**config.mk**
```make
export PLATFORM = sky130hd
export DESIGN_NAME = pix_ts_array
export DESIGN_NICKNAME = d
export VERILOG_FILES = /design/src/rtl/pts_pkg.sv /design/src/rtl/ts_cell.sv /design/src/rtl/ts_seq_ctrl.sv /design/src/rtl/pix_ts_array.sv
export SDC_FILE = /design/constraint.sdc
export NUM_CORES = 1
export LEC_CHECK = 0
export BUFFER_PORTS_ARGS = -buffer_cell sky130_fd_sc_hd__buf_2
export CELL_PAD_IN_SITES_DETAIL_PLACEMENT = 1
export CELL_PAD_IN_SITES_GLOBAL_PLACEMENT = 1
export CORE_MARGIN = 2
export CORE_UTILIZATION = 50
export DETAILED_ROUTE_END_ITERATION = 10
export PLACE_DENSITY_LB_ADDON = 0.12
export SLEW_MARGIN = 30
export SYNTH_ARGS = -nofsm -noshare
export SYNTH_HDL_FRONTEND = slang
export SYNTH_SLANG_ARGS = --single-unit
```
**constraint.sdc**
```tcl
create_clock -name clk -period 2.6 [get_ports clk]
set_clock_uncertainty 0.1 [all_clocks]
set_input_delay 0.13 -clock clk [delete_from_list [all_inputs] [get_ports clk]]
set_output_delay 0.13 -clock clk [all_outputs]
set_load 0.005 [all_outputs]
```
**src/rtl/pts_pkg.sv**
```systemverilog
package pts_pkg;
    typedef enum logic [1:0] {
        ST_IDLE   = 2'd0,
        ST_CLEAR  = 2'd1,
        ST_DETECT = 2'd2,
        ST_SHIFT  = 2'd3
    } pts_state_e;
endpackage

```
**src/rtl/ts_cell.sv**
```systemverilog
module ts_cell #(
    parameter int TS_W = 5
) (
    input  logic            clk,
    input  logic            rst_n,
    input  logic            clr,
    input  logic            det_en,
    input  logic            hit,
    input  logic [TS_W-1:0] ts_in,
    input  logic            scan_en,
    input  logic            scan_in,
    output logic            scan_out
);
    localparam int WW = TS_W + 1;

    logic [WW-1:0] word_q, word_d, func_d;
    logic          seen_q, seen_d;

    // functional path: first hit loads stamp, later hits set flag
    always_comb begin
        func_d = word_q;
        seen_d = seen_q;
        if (clr) begin
            func_d = '0;
            seen_d = 1'b0;
        end else if (det_en && hit) begin
            if (!seen_q) begin
                func_d[TS_W-1:0] = ts_in;
                seen_d           = 1'b1;
            end else begin
                func_d[TS_W] = 1'b1;
            end
        end
    end

    // test-enable mux in front of the storage flops
    always_comb begin
        word_d = scan_en ? {word_q[WW-2:0], scan_in} : func_d;
    end

    always_ff @(posedge clk) begin
        if (!rst_n) begin
            word_q <= '0;
            seen_q <= 1'b0;
        end else begin
            word_q <= word_d;
            seen_q <= scan_en ? 1'b0 : seen_d;
        end
    end

    assign scan_out = word_q[WW-1];

    p_ts_hold_r4: assert property (@(posedge clk) disable iff (!rst_n)
        (seen_q && !clr && !scan_en) |=> $stable(word_q[TS_W-1:0]));

    p_flag_sticky_r4: assert property (@(posedge clk) disable iff (!rst_n)
        (word_q[TS_W] && !clr && !scan_en) |=> word_q[TS_W]);

    p_ignore_idle_r8: assert property (@(posedge clk) disable iff (!rst_n)
        (!det_en && !clr && !scan_en) |=> $stable(word_q));

    p_clear_empty_r9: assert property (@(posedge clk) disable iff (!rst_n)
        (clr && !scan_en) |=> (word_q == '0 && !seen_q));
endmodule

```
**src/rtl/ts_seq_ctrl.sv**
```systemverilog
module ts_seq_ctrl
    import pts_pkg::*;
#(
    parameter int NB = 72
) (
    input  logic clk,
    input  logic rst_n,
    input  logic start_det,
    input  logic start_rd,
    input  logic shift_en,
    output logic clr_o,
    output logic det_en_o,
    output logic shift_o,
    output logic valid_o
);
    localparam int CW = $clog2(NB + 1);

    pts_state_e    state_q, state_d;
    logic [CW-1:0] cnt_q;
    logic          last_shift;

    assign last_shift = (state_q == ST_SHIFT) && shift_en && (cnt_q == CW'(NB - 1));

    always_ff @(posedge clk) begin
        if (!rst_n) state_q <= ST_IDLE;
        else        state_q <= state_d;
    end

    always_comb begin
        state_d = state_q;
        unique case (state_q)
            ST_IDLE: begin
                if (start_det)     state_d = ST_CLEAR;
                else if (start_rd) state_d = ST_SHIFT;
            end
            ST_CLEAR:  state_d = ST_DETECT;
            ST_DETECT: begin
                if (start_det)     state_d = ST_CLEAR;
                else if (start_rd) state_d = ST_SHIFT;
            end
            ST_SHIFT: begin
                if (last_shift)    state_d = ST_IDLE;
            end
        endcase
    end

    always_comb begin
        clr_o    = 1'b0;
        det_en_o = 1'b0;
        shift_o  = 1'b0;
        valid_o  = 1'b0;
        unique case (state_q)
            ST_IDLE:   ;
            ST_CLEAR:  clr_o = 1'b1;
            ST_DETECT: det_en_o = 1'b1;
            ST_SHIFT: begin
                valid_o = 1'b1;
                shift_o = shift_en;
            end
        endcase
    end

    always_ff @(posedge clk) begin
        if (!rst_n)                              cnt_q <= '0;
        else if (state_q != ST_SHIFT || last_shift) cnt_q <= '0;
        else if (shift_en)                       cnt_q <= cnt_q + 1'b1;
    end

    p_clear_one_cycle_r2: assert property (@(posedge clk) disable iff (!rst_n)
        (state_q == ST_CLEAR) |=> (state_q == ST_DETECT));

    p_cnt_bound_r7: assert property (@(posedge clk) disable iff (!rst_n)
        cnt_q < CW'(NB));

    p_hold_no_shift_r7: assert property (@(posedge clk) disable iff (!rst_n)
        (state_q == ST_SHIFT && !shift_en) |=> (state_q == ST_SHIFT && $stable(cnt_q)));
endmodule

```
**src/rtl/pix_ts_array.sv**
```systemverilog
module pix_ts_array #(
    parameter int NUM_COLS = 4,
    parameter int NUM_ROWS = 3,
    parameter int TS_W     = 5
) (
    input  logic                         clk,
    input  logic                         rst_n,
    input  logic                         start_det,
    input  logic                         start_rd,
    input  logic [TS_W-1:0]              ts_gray,
    input  logic [NUM_ROWS*NUM_COLS-1:0] hit_i,
    input  logic                         inj_i,
    input  logic                         shift_en,
    output logic                         ser_out,
    output logic                         ser_valid,
    output logic                         detecting
);
    localparam int NPIX = NUM_ROWS * NUM_COLS;
    localparam int NB   = NPIX * (TS_W + 1);

    logic          clr, det_en, shift_go;
    logic [NPIX:0] chain;

    ts_seq_ctrl #(.NB(NB)) u_ctrl (
        .clk      (clk),
        .rst_n    (rst_n),
        .start_det(start_det),
        .start_rd (start_rd),
        .shift_en (shift_en),
        .clr_o    (clr),
        .det_en_o (det_en),
        .shift_o  (shift_go),
        .valid_o  (ser_valid)
    );

    assign chain[NPIX] = 1'b0;

    // cell s sits at serpentine position s; position 0 drives the pin
    for (genvar s = 0; s < NPIX; s++) begin : g_seq
        localparam int ROW = s / NUM_COLS;
        localparam int K   = s % NUM_COLS;
        localparam int COL = (ROW % 2 == 0) ? K : (NUM_COLS - 1 - K);
        localparam int PIX = ROW * NUM_COLS + COL;

        ts_cell #(.TS_W(TS_W)) u_cell (
            .clk     (clk),
            .rst_n   (rst_n),
            .clr     (clr),
            .det_en  (det_en),
            .hit     (hit_i[PIX] | inj_i),
            .ts_in   (ts_gray),
            .scan_en (shift_go),
            .scan_in (chain[s+1]),
            .scan_out(chain[s])
        );
    end

    assign ser_out   = chain[0];
    assign detecting = det_en;

    p_modes_exclusive_r7: assert property (@(posedge clk) disable iff (!rst_n)
        !(ser_valid && detecting));
endmodule

```
### Word level (Yosys, flattened, before mapping)

Cells that the tools add are included.
Widths: inputs -> output; s select.

| word-level totals | value |
|---|---|
| input port bits | 23 |
| register bits | 93 |
| output and inout bits | 3 |

| cells by class | value |
|---|---|
| reduce and logical (&&, ||, !) cells | 69 |
| equal/unequal tests | 19 |
| bitwise logic cells | 14 |
| add/subtract/negate cells | 1 |
| mux-type cells | 68 |

Operators by type and width:

| kind | count |
|---|---|
| $mux 6 | 36 |
| $reduce_bool 3->1 | 24 |
| $mux 5 | 12 |
| $reduce_and 2->1 | 26 |
| $ne 3x3->1 const B | 11 |
| $mux 1 | 16 |
| $logic_and 1x1->1 | 14 |
| $or 1x1->1 | 12 |
| $add 7x1->7 const B | 1 |
| $eq 7x7->1 const B | 1 |
| $mux 2 | 3 |
| $pmux 2 s3 | 1 |
| $eq 2x2->1 const B | 2 |
| $reduce_or 2->1 | 2 |
| $ne 3x1->1 const B | 1 |
| $ne 3x2->1 const B | 1 |
| $reduce_or 3->1 | 1 |
| $eq 2x1->1 const B | 1 |
| $logic_not 2->1 | 1 |
| $ne 2x1->1 const B | 1 |
| $ne 2x2->1 const B | 1 |
| $not 1->1 | 2 |
| $logic_or 1x1->1 | 1 |

### Logic depth before layout (Yosys ltp)

Gate-level depths: netlist (run 1).

| depth | value |
|---|---|
| word-level depth | 6 |
| mapped depth | 7 |
| gate-level depth less buffers | 5 |

### By module

From an unflattened synthesis (run 1), not the netlist that was laid out.

| second synthesis, totals | value |
|---|---|
| cells, all modules | 511 |
| area, all modules | 4534.3 um^2 |

By module, submodules not included:

| module | instances | cells an instance | area an instance (um^2) |
|---|---|---|---|
| ts_cell | 12 | 37 | 331.6 |
| ts_seq_ctrl | 1 | 53 | 465.4 |
| pix_ts_array | 1 | 14 | 90.1 |

### Least setup slack after synthesis (run 1)

OpenSTA, ideal clock, no wires.

| path | value |
|---|---|
| path kind | flip-flop to flip-flop |
| start | register u_ctrl.cnt_q[0] |
| end | register u_ctrl.state_q[0] |
| period minus slack after synthesis | 1.703 ns |
| arrival | 1.468 ns |
| setup slack | 0.897 ns |
| stages on the path, launching flop included | 6 |
| library setup time | 0.135 ns |
| required time | 2.365 ns |
| cell sequence | dfxtp_1 -> ha_1 -> nand2_1 -> or4b_4 -> o311ai_4 -> o31ai_1 |

| on the way | value |
|---|---|
| cells in the longest elaborated chain, start to end | 4 |

RTL lines:

| what | line | text |
|---|---|---|
| start, declared | ts_seq_ctrl.sv:19 | `logic [CW-1:0] cnt_q;` |
| start signal, assigned | ts_seq_ctrl.sv:66 | `else if (shift_en) cnt_q <= cnt_q + 1'b1;` |
| $eq 7x7->1 | ts_seq_ctrl.sv:22 | `assign last_shift = (state_q == ST_SHIFT) && shift_en && (cnt_q == CW'(NB - 1));` |
| $logic_and 1x1->1 | ts_seq_ctrl.sv:22 |  |
| $ne 2x1->1 (no line) | n/a |  |
| $reduce_and 2->1 (no line) | n/a |  |
| end signal, assigned | ts_seq_ctrl.sv:26 | `else state_q <= state_d;` |
| end, declared | ts_seq_ctrl.sv:18 | `pts_state_e state_q, state_d;` |

Every way passes these cells.
A chain may end at the register's enable or synchronous reset.

### Worst setup path in the final report (run 1)

| path | value |
|---|---|
| start | register u_ctrl.state_q[0] |
| end | register g_seq[10].u_cell.word_q[3] |

| on the way | value |
|---|---|
| cells in the longest elaborated chain, start to end | 5 |

RTL lines:

| what | line | text |
|---|---|---|
| $eq 2x2->1 | ts_seq_ctrl.sv:52 | `unique case (state_q)` |
| $mux 1 | ts_seq_ctrl.sv:52 |  |
| $logic_and 1x1->1 | ts_cell.sv:26 | `end else if (det_en && hit) begin` |
| $reduce_bool 3->1 (no line) | n/a |  |
| $reduce_and 2->1 (no line) | n/a |  |
| end signal, assigned | ts_cell.sv:46 | `word_q <= word_d;` |
| end, declared | ts_cell.sv:16 | `logic [WW-1:0] word_q, word_d, func_d;` |

Several ways; a longest one is shown, not always the timed one.

==> results of run 1 <==
-- cells by family after synthesis --
kind of cell	after synthesis
buf+inv	39
xor+xnor	5
compound gates	158
simple gates	160
fa+ha+maj	1
flops	93
mux	6
-- cell usage after synthesis, drive strengths merged, types with 3 or more instances --
cell,instances
nand2,76
dfxtp,93
a222oi,4
inv,6
nor3,3
buf,25
a21oi,67
nor2,61
clkbuf,8
o31ai,13
a311oi,55
o21ai,14
and2,13
xor2,3
mux2,4
-- metal layers --
layer / vias to the layer above / share of wire
met3: 17 / 0.045
met4: 0 / 0.018
met1: 1735 / 0.45
li1: 1713 / -
met5: - / 0
met2: 88 / 0.49
-- worst max-delay path: cells and delay by family (launching register included) --
kind | cells | cell delay (ns)
AO/OA/AOI/OAI | 1 | 0.29
buffers and inverters | 1 | 0.27
flip-flops | 1 | 0.48
AND/OR/NAND/NOR | 3 | 0.80
-- layout make-up --
type                    count  share of cell area
inverters                   6             0.00499
multi-input cells         330               0.461
repair buffers             39              0.0543
flip-flops and latches     93               0.412
clock inverters             2             0.00776
clock buffers              13              0.0307
well taps                 105              0.0291
-- metrics by stage --
stage               hold WS (ns)  area [um^2]  power (uW)  instances
finish                   0.00971         4520        3160        588
global placement           0.295         4280        2220        567
detailed placement         0.327         4280        2250        567
floorplan                  0.169         4170        2100        462
CTS                      0.00442         4520        3170        588
global route              0.0450         4520        3300        588
-- power by group through the flow --
stage	clock network, uW	logic, uW	registers, uW
floorplan	0	451	1650
global placement	0	550	1670
detailed placement	0	574	1680
CTS	944	584	1650
global route	1000	640	1660
finish	927	586	1650
-- cells in the final DEF, fill, tap and decap left out, types with 6 or more instances in the layout --
cell type and instances:
a311oi_1 48, nor2_1 61, a311oi_2 7, clkbuf_8 9, o31ai_4 8, buf_2 25
and2_4 11, a21oi_1 67, dfxtp_1 93, buf_4 8, nand2_1 76, o21ai_0 13
dlygate4sd3_1 6
-- worst min path at each step --
stage | from | to | depth (start not counted)
6_report | start_rd | u_ctrl.state_q[0]$_SDFFE_PN0P_ | 3
5_1_grt | start_rd | u_ctrl.state_q[0]$_SDFFE_PN0P_ | 3
4_1_cts | start_rd | u_ctrl.state_q[0]$_SDFFE_PN0P_ | 3
3_5_place_dp | ts_gray[2] | g_seq[11].u_cell.word_q[2]$_SDFFE_PN0P_ | 3
3_3_place_gp | ts_gray[0] | g_seq[11].u_cell.word_q[0]$_SDFFE_PP0P_ | 3
2_1_floorplan | rst_n | g_seq[11].u_cell.word_q[5]$_SDFFE_PN0P_ | 2
-- registers in the layout (all words and copies together), names as in the netlist --
name                 cells
u_ctrl.state_q           2
g_seq.u_cell.word_q     72
g_seq.u_cell.seen_q     12
u_ctrl.cnt_q             7
==> flow_summary.ini, run 1 <==
[floorplan]
dieArea_mm2 = 0.00908
core-area_mm2 = 0.00813
ios = 26
die_x_um = 95.3
initial_core_util = 0.512
die_h_um = 95.3
rows = 33

[layout]
seq_area_mm2 = 0.00186
final_util = 0.555
n_fill_cell = 961
nets = 503
drive_above_1_share = 0.176
antennaDiodeCount = 0
area_delta_synth_final_pct = 8.41
multi_input_area_mm2 = 0.00208

[global_route]
grt_pass1_vias = 3622
grt_use_met1 = 0.349
grt_util_met3 = 0.0364
grt_overflow = 0
grt_pass1_wl_um = 18400
grt_usage = 0.264
use_met2 = 0.443
grt_start_max_net_pins = 37
antenna_found_initial = 0
busiest_layer = met2

[worst_setup_path]
critPathMaxStageDelay_ns = 0.50
cp-start-kind = flip-flop
cp-startpoint = u_ctrl.state_q[0]$_SDFFE_PN0P_
required_ns = 2.76
r2r_end = g_seq[10].u_cell.word_q[3]$_SDFFE_PN0P_
rr_startpoint = u_ctrl.state_q[0]$_SDFFE_PN0P_
crit_chain = and2_1 > nand2b_4 > buf_4 > and2_4 > a311oi_1
path_max_fanout = 36
slowest_stage = and2_1
endpoint = g_seq[10].u_cell.word_q[3]$_SDFFE_PN0P_
reg2regPathDepth = 5
end_kind = flip-flop
r2r_slack_ns = 0.55
critical_path_arrival_ns = 2.21
critical_path_class = reg -> reg

[clock_network]
cts_tree = yes
cts_setup_buffers = 0
ctsResizeCount = 0
clock_path_buffers = 2
htreeDepth = 3
clkLatencyLatePin_ns = 0.36
cts_root_buf = clkbuf_8
numCtsBuffers = 9
clock_sinks = 93
cts.clk_slew.worst_paths_ns = 0.08
hold_buffers = 6

[logic_synthesis]
synth-edff-count = 0
synth_fa_ha_area_frac = 0.00300
yosys_most_used_dff = dfxtp_1
synth_top_area_frac = 0.447
synth_seq_cells = 93
synth_top_family_by_area = compound AO/OA/AOI/OAI gates
syn-num-nets = 486
synth.area.mux_share = 0.0156
ys_top_cells_by_area = dfxtp_1 (45%), a311oi_1 (10%), a21oi_1 (8.0%), nand2_1 (6.8%), nor2_1 (5.5%)
synthesis.instances = 462
async_flop_share = 0
synth_xor_area_frac = 0.0105
syn-cell-area_mm2 = 0.00417
synth.avg_cell_area_um2 = 9.02
synth_compound_area_frac = 0.303
yosysUniqueCellTypes = 37
synth_largest_area_cell = dfxtp_1
ys.warnings.count = 0
ys_seq_area_frac = 0.447
synthSimpleGateAreaFrac = 0.167

[drt]
wire_per_inst_um = 19.2
first_pass_iters = 4
remaining_drc_errors = 0
postRouteWirelength_um = 11300
vias = 3553
avgViaCountPerCell = 6.04
drt_iter0_drc = 136
drtAntennaViolNets = 0

[power_and_ir_drop]
intPower_uw = 2240
swShare = 0.291
seqPwrFrac = 0.521
power.share.clock = 0.293
worst_ir_drop_vdd_v = 0.000299
power_density_mw_per_mm2 = 699
pwr-share-comb = 0.185
switchingPower_uw = 920
leakagePower_uw = 0.00153

[place]
pre_cts_slack_ns = 0.593
port_buffers = 25
dpl.hpwl_um = 7260
place_congestion = 0.791

[run]
drv_cap = 0

[sta]
rsz0062_at_grt = false
slew_viol_final = 0
timing.fmax_ghz = 0.487
finalHoldViolCount = 0
setup_viol_count_final = 0
fin_crit_ns = 2.05
setup_tns_ns = 0
relSlewSlack = 0.537
fin_crit_sh = 0.789
worst_pin_slew_ns = 0.690
setup_ws_ns = 0.547

[hold_path]
hp-class = in -> reg

[status]
status = complete, no violations
Note: power is estimated with default switching activity, not from simulation.
==> inputs of run 2 (changes only) <==
Settings changed: ABC_AREA set to 1, CORE_UTILIZATION 50 to 43.
Clock period 2.6 ns to 1.95 ns, I/O delays scaled along.
==> run 2 against run 1 <==
Net effect: critical path depth is 2 higher; critical path type unchanged; largest power group unchanged; maximum frequency is 18% higher; sequential cell count stayed put; highest routed layer unchanged; area after synthesis is 18% higher; synthesized cell count is 73% higher; die area is 35% higher; core utilization is 5.3 points lower; critical endpoint is now g_seq[2].u_cell.word_q[1]$_SDFFE_PN0P_; global-route usage is 2.1 points lower; power is 61% higher; combinational power is 76% higher; sequential power is 34% higher.
==> flow_summary.ini, run 2 <==
[worst_setup_path]
cp-start-kind = flip-flop
r2r_slack_ns = 0.21
end_kind = flip-flop
endpoint = g_seq[2].u_cell.word_q[1]$_SDFFE_PN0P_
required_ns = 2.08
critical_path_class = reg -> reg
reg2regPathDepth = 7
r2r_end = g_seq[2].u_cell.word_q[1]$_SDFFE_PN0P_
critical_path_arrival_ns = 1.88
path_max_fanout = 8
rr_startpoint = u_ctrl.state_q[0]$_SDFFE_PN0P_
cp-startpoint = u_ctrl.state_q[0]$_SDFFE_PN0P_

[drt]
drt_iter0_drc = 224
first_pass_iters = 4
wire_per_inst_um = 14.6
remaining_drc_errors = 0
postRouteWirelength_um = 14100
drtAntennaViolNets = 0
vias = 4868
avgViaCountPerCell = 5.03

[logic_synthesis]
synth_most_common_cell = nand2_1
synth_top_area_frac = 0.380
synth-edff-count = 0
ys.warnings.count = 0
synth_seq_cells = 93
synth_largest_area_cell = dfxtp_1
ys_top_cells_by_area = dfxtp_1 (38%), nand2_1 (20%), nand3_1 (11%), nor2_1 (10%), inv_1 (8.2%)
yosys_most_used_dff = dfxtp_1
syn-cell-area_mm2 = 0.00490
synthesis.instances = 801
yosysUniqueCellTypes = 24
syn-num-nets = 825
synth.avg_cell_area_um2 = 6.11
async_flop_share = 0
ys_top_cells_by_count = nand2_1 (265), nor2_1 (133), nand3_1 (110), inv_1 (107), dfxtp_1 (93)
ys_seq_area_frac = 0.380

[sta]
setup_tns_ns = 0
setup_ws_ns = 0.208
fin_crit_sh = 0.893
rsz0062_at_grt = false
fin_hold_ws_ns = 0.00614
timing.fmax_ghz = 0.574
worst_pin_slew_ns = 0.429
finalHoldViolCount = 0
relSlewSlack = 0.714
setup_viol_count_final = 0
fin_crit_ns = 1.74
slew_viol_final = 0

[run]
drv_cap = 0

[clock_network]
clock_path_buffers = 2
numCtsBuffers = 9
cts.clk_slew.worst_paths_ns = 0.07
clock_sinks = 93
cts_tree = yes
htreeDepth = 3
cts_root_buf = clkbuf_16
cts_setup_buffers = 0
clkLatencyLatePin_ns = 0.34

[layout]
area_delta_synth_final_pct = 12.7
regMostFlops = g_seq.u_cell.word_q
reg.largest.list = g_seq.u_cell.word_q (72), g_seq.u_cell.seen_q (12), u_ctrl.cnt_q (7)
nets = 847
largest_reg_flops = 72
final_cell_mix = nand2_1 (265), nor2_1 (133), nand3_1 (110)
final_common_cell = nand2_1
drive_above_1_share = 0.110
final_util = 0.502
antennaDiodeCount = 0

[place]
place_congestion = 0.820
dpl.hpwl_um = 9920
pre_cts_slack_ns = 0.237
port_buffers = 25

[power_and_ir_drop]
worst_ir_drop_vdd_v = 0.000374
leakagePower_uw = 0.00288
power_density_mw_per_mm2 = 922

[floorplan]
rows = 38
initial_core_util = 0.446
core-area_mm2 = 0.0110
dieArea_mm2 = 0.0123
die_h_um = 111
ios = 26
die_x_um = 111

[global_route]
grt_usage = 0.243
grt_start_max_net_pins = 47
grt_pass1_vias = 5139
grt_overflow = 0
antenna_found_initial = 0
grt_pass1_wl_um = 24700

[status]
status = complete, no violations

[hold_path]
hp-class = in -> reg
==> run 2: final cells by class <==
cell class / count / area (um^2)
Timing Repair Buffer: 50 / 340
Tap cell: 140 / 175
Fill cell: 1553 / 5470
Clock buffer: 13 / 270
Clock inverter: 3 / 42.5
Inverter: 110 / 413
Sequential cell: 93 / 1860
Multi-Input combinational cell: 559 / 2410
==> run 2: timing repair <==
item / in CTS / in global routing
endpoints found under the setup margin: 0 / 0
gates resized for setup: 0 / 0
hold buffers: 1 / 0
hold endpoints to repair: 1 / 0
==> run 2: where the power goes <==
part           internal [uW]  switching (uW)  total (uW)
registers               2100             117        2210
clock network           1100             745        1840
logic                    352             681        1030
total                   3550            1540        5090
==> run 2: layer usage <==
metal | wire (um) | global-route usage
met5 | 0 | 0
met4 | 237 | 0.0783
met3 | 314 | 0.0295
met1 | 6610 | 0.302
met2 | 6960 | 0.437
==> run 2: through the flow <==
step | power, uW | cells | instance area, um^2
after floorplan | 2980 | 801 | 4900
final | 5090 | 968 | 5520
after CTS | 5140 | 968 | 5520
after detailed placement | 3280 | 951 | 5190
after global placement | 3220 | 951 | 5190
after global routing | 5380 | 968 | 5520
==> run 2: cell families after synthesis <==
| family | Yosys count | share of synthesized area |
|---|---|---|
| simple gates | 534 | 0.462 |
| buf+inv | 149 | 0.128 |
| flops | 93 | 0.380 |
| compound gates | 22 | 0.0235 |
| xor+xnor | 2 | 0.00358 |
| fa+ha+maj | 1 | 0.00256 |
==> run 2: worst max-delay path: stages, from the launching register on <==
cell     delay, ns
dfxtp_1       0.58
nand3_4       0.16
buf_4         0.20
nand3_1       0.09
buf_4         0.19
nand2_1       0.08
nor2_1        0.16
nor2_1        0.07
==> run 2: worst min-delay path by stage <==
stage / start / end / slack [ns] / cells past startpoint
final: start_det / u_ctrl.state_q[1]$_SDFFE_PN0P_ / 0.006 / 4
after global routing: start_det / u_ctrl.state_q[1]$_SDFFE_PN0P_ / 0.03 / 4
after CTS: start_det / u_ctrl.state_q[1]$_SDFFE_PN0P_ / 0.002 / 4
after detailed placement: ts_gray[0] / g_seq[11].u_cell.word_q[0]$_SDFFE_PP0P_ / 0.33 / 3
after global placement: ts_gray[0] / g_seq[11].u_cell.word_q[0]$_SDFFE_PP0P_ / 0.32 / 3
after floorplan: rst_n / g_seq[10].u_cell.seen_q$_SDFFE_PP0P_ / 0.15 / 2
==> inputs of run 3 (changes only) <==
Settings changed: CORE_UTILIZATION 43 to 46.
Clock period 1.95 ns to 2.13 ns, I/O delays scaled along.
==> run 3 against run 2 <==
Net effect: global-route usage is 1.2 points higher; count of clock-buffer cells in the layout increased by 1; cell count fell by 1.5%; via count shrank 0.82%; worst setup slack improved by 0.092 ns; first-iteration DRC count shrank 24%; largest cell class unchanged; register-to-register slack gained 0.09 ns; cell area shrank 3.1%; maximum frequency decreased by 4.8%; sequential share of layout area is 1.1 points higher.
==> flow_summary.ini, run 3 (synthesis results as in run 2) <==
[status]
status = complete, no violations

[drt]
drtAntennaViolNets = 0
avgViaCountPerCell = 5.07
drt_iter0_drc = 170
first_pass_iters = 4
remaining_drc_errors = 0
wire_per_inst_um = 14.4
vias = 4828
postRouteWirelength_um = 13700

[clock_network]
cts.clk_slew.worst_paths_ns = 0.08
numCtsBuffers = 9
cts_root_buf = clkbuf_8
clkLatencyLatePin_ns = 0.37
htreeDepth = 3
cts_tree = yes
cts_setup_buffers = 0
ctsResizeCount = 0
clock_sinks = 93
clock_path_buffers = 2

[worst_setup_path]
r2r_slack_ns = 0.30
critical_path_arrival_ns = 1.99
cp-start-kind = flip-flop
required_ns = 2.29
r2r_end = g_seq[6].u_cell.word_q[3]$_SDFFE_PN0P_
end_kind = flip-flop
critical_path_class = reg -> reg
rr_startpoint = u_ctrl.state_q[0]$_SDFFE_PN0P_
path_max_fanout = 16
reg2regPathDepth = 6

[hold_path]
min_path_cells = 3
worst_hold_path.endpoint = g_seq[1].u_cell.word_q[1]$_SDFFE_PN0P_
hp-class = in -> reg
hp-start = rst_n

[floorplan]
die_h_um = 107
die_x_um = 107
dieArea_mm2 = 0.0115
rows = 37
initial_core_util = 0.474
core-area_mm2 = 0.0103
ios = 26

[global_route]
grt_start_max_net_pins = 62
grt_pass1_vias = 5074
antenna_found_initial = 0
grt_overflow = 0
grt_usage = 0.255
grt_pass1_wl_um = 23200

[sta]
rsz0062_at_grt = false
setup_viol_count_final = 0
setup_tns_ns = 0
slew_viol_final = 0
timing.fmax_ghz = 0.546
relSlewSlack = 0.659
worst_pin_slew_ns = 0.512
fin_crit_sh = 0.859
setup_ws_ns = 0.300
fin_crit_ns = 1.83
finalHoldViolCount = 0

[layout]
nets = 837
fin_area_mm2 = 0.00535
regMostFlops = g_seq.u_cell.word_q
drive_above_1_share = 0.0930
largest_reg_flops = 72
final_util = 0.518
final_common_cell = nand2_1
final_cell_mix = nand2_1 (265), nor2_1 (133), nand3_1 (110)
antennaDiodeCount = 0
reg.largest.list = g_seq.u_cell.word_q (72), g_seq.u_cell.seen_q (12), u_ctrl.cnt_q (7)
area_delta_synth_final_pct = 9.23

[place]
pre_cts_slack_ns = 0.303
place_congestion = 0.760
dpl.hpwl_um = 9100
placed_area_mm2 = 0.00513
port_buffers = 25

[power_and_ir_drop]
power_density_mw_per_mm2 = 761
total_power_uw = 4070
leakagePower_uw = 0.00278
worst_ir_drop_vdd_v = 0.000497

[run]
drv_cap = 0
## run 3: cell count changes in the layout (fill, tap and decap cells not counted), sizes merged
cell         before  now
dlygate4sd3       1    4
buf              49   36
bufinv            1    0
clkbuf           13   14
clkinvlp          1    0
## run 3: layer usage
metal,wire length (um),part of all wire,track usage
met1,6110,0.45,0.300
met2,7010,0.51,0.458
met3,327,0.024,0.0377
met4,237,0.017,0.108
met5,0,0,0
## run 3: repair_timing
action / 4_1_cts / 5_1_grt
hold buffers: 4 / 0
endpoints found under the hold margin: 3 / 0
setup endpoints to repair: 0 / 0
## run 3: worst max-delay path, stage by stage, from the launching register on
cell	delay, ns
dfxtp_1	0.62
nand2_2	0.32
nand3_1	0.17
buf_4	0.24
nand2_1	0.09
nor2_1	0.12
nor2_1	0.06
## run 3: how the worst max path moves through the flow
| stage | startpoint | to | slack [ns] | depth (start not counted) |
|---|---|---|---|---|
| 2_1_floorplan | u_ctrl.state_q[1]$_SDFFE_PN0P_ | g_seq[11].u_cell.word_q[1]$_SDFFE_PN0P_ | 0.81 | 8 |
| 3_3_place_gp | u_ctrl.state_q[0]$_SDFFE_PN0P_ | g_seq[3].u_cell.word_q[3]$_SDFFE_PN0P_ | 0.40 | 6 |
| 3_5_place_dp | u_ctrl.state_q[0]$_SDFFE_PN0P_ | g_seq[2].u_cell.word_q[1]$_SDFFE_PN0P_ | 0.30 | 6 |
| 4_1_cts | u_ctrl.state_q[0]$_SDFFE_PN0P_ | g_seq[2].u_cell.word_q[1]$_SDFFE_PN0P_ | 0.29 | 6 |
| 5_1_grt | u_ctrl.state_q[0]$_SDFFE_PN0P_ | g_seq[2].u_cell.word_q[1]$_SDFFE_PN0P_ | 0.13 | 6 |
| 6_report | u_ctrl.state_q[0]$_SDFFE_PN0P_ | g_seq[6].u_cell.word_q[3]$_SDFFE_PN0P_ | 0.30 | 6 |
## run 3: power breakdown
| part | switching [uW] | leakage [uW] | internal, uW |
|---|---|---|---|
| Sequential | 106 | 0.000764 | 1920 |
| Clock | 607 | 0.0000926 | 514 |
| Combinational | 611 | 0.00192 | 314 |
| Total | 1320 | 0.00278 | 2740 |
## run 3: final cells by class
class | count | area [um^2]
fillers | 1481 | 4980
well taps | 136 | 170
multi-input cells | 559 | 2410
clock inverters | 1 | 5.00
repair buffers | 40 | 310
flip-flops and latches | 93 | 1860
clock buffers | 14 | 173
inverters | 110 | 413
## run 3: stage by stage
stage                     instances  hold slack (ns)
after global placement          934            0.313
final                           953           0.0191
after detailed placement        934            0.324
after CTS                       953          0.00399
after global routing            953           0.0311
after floorplan                 801            0.159
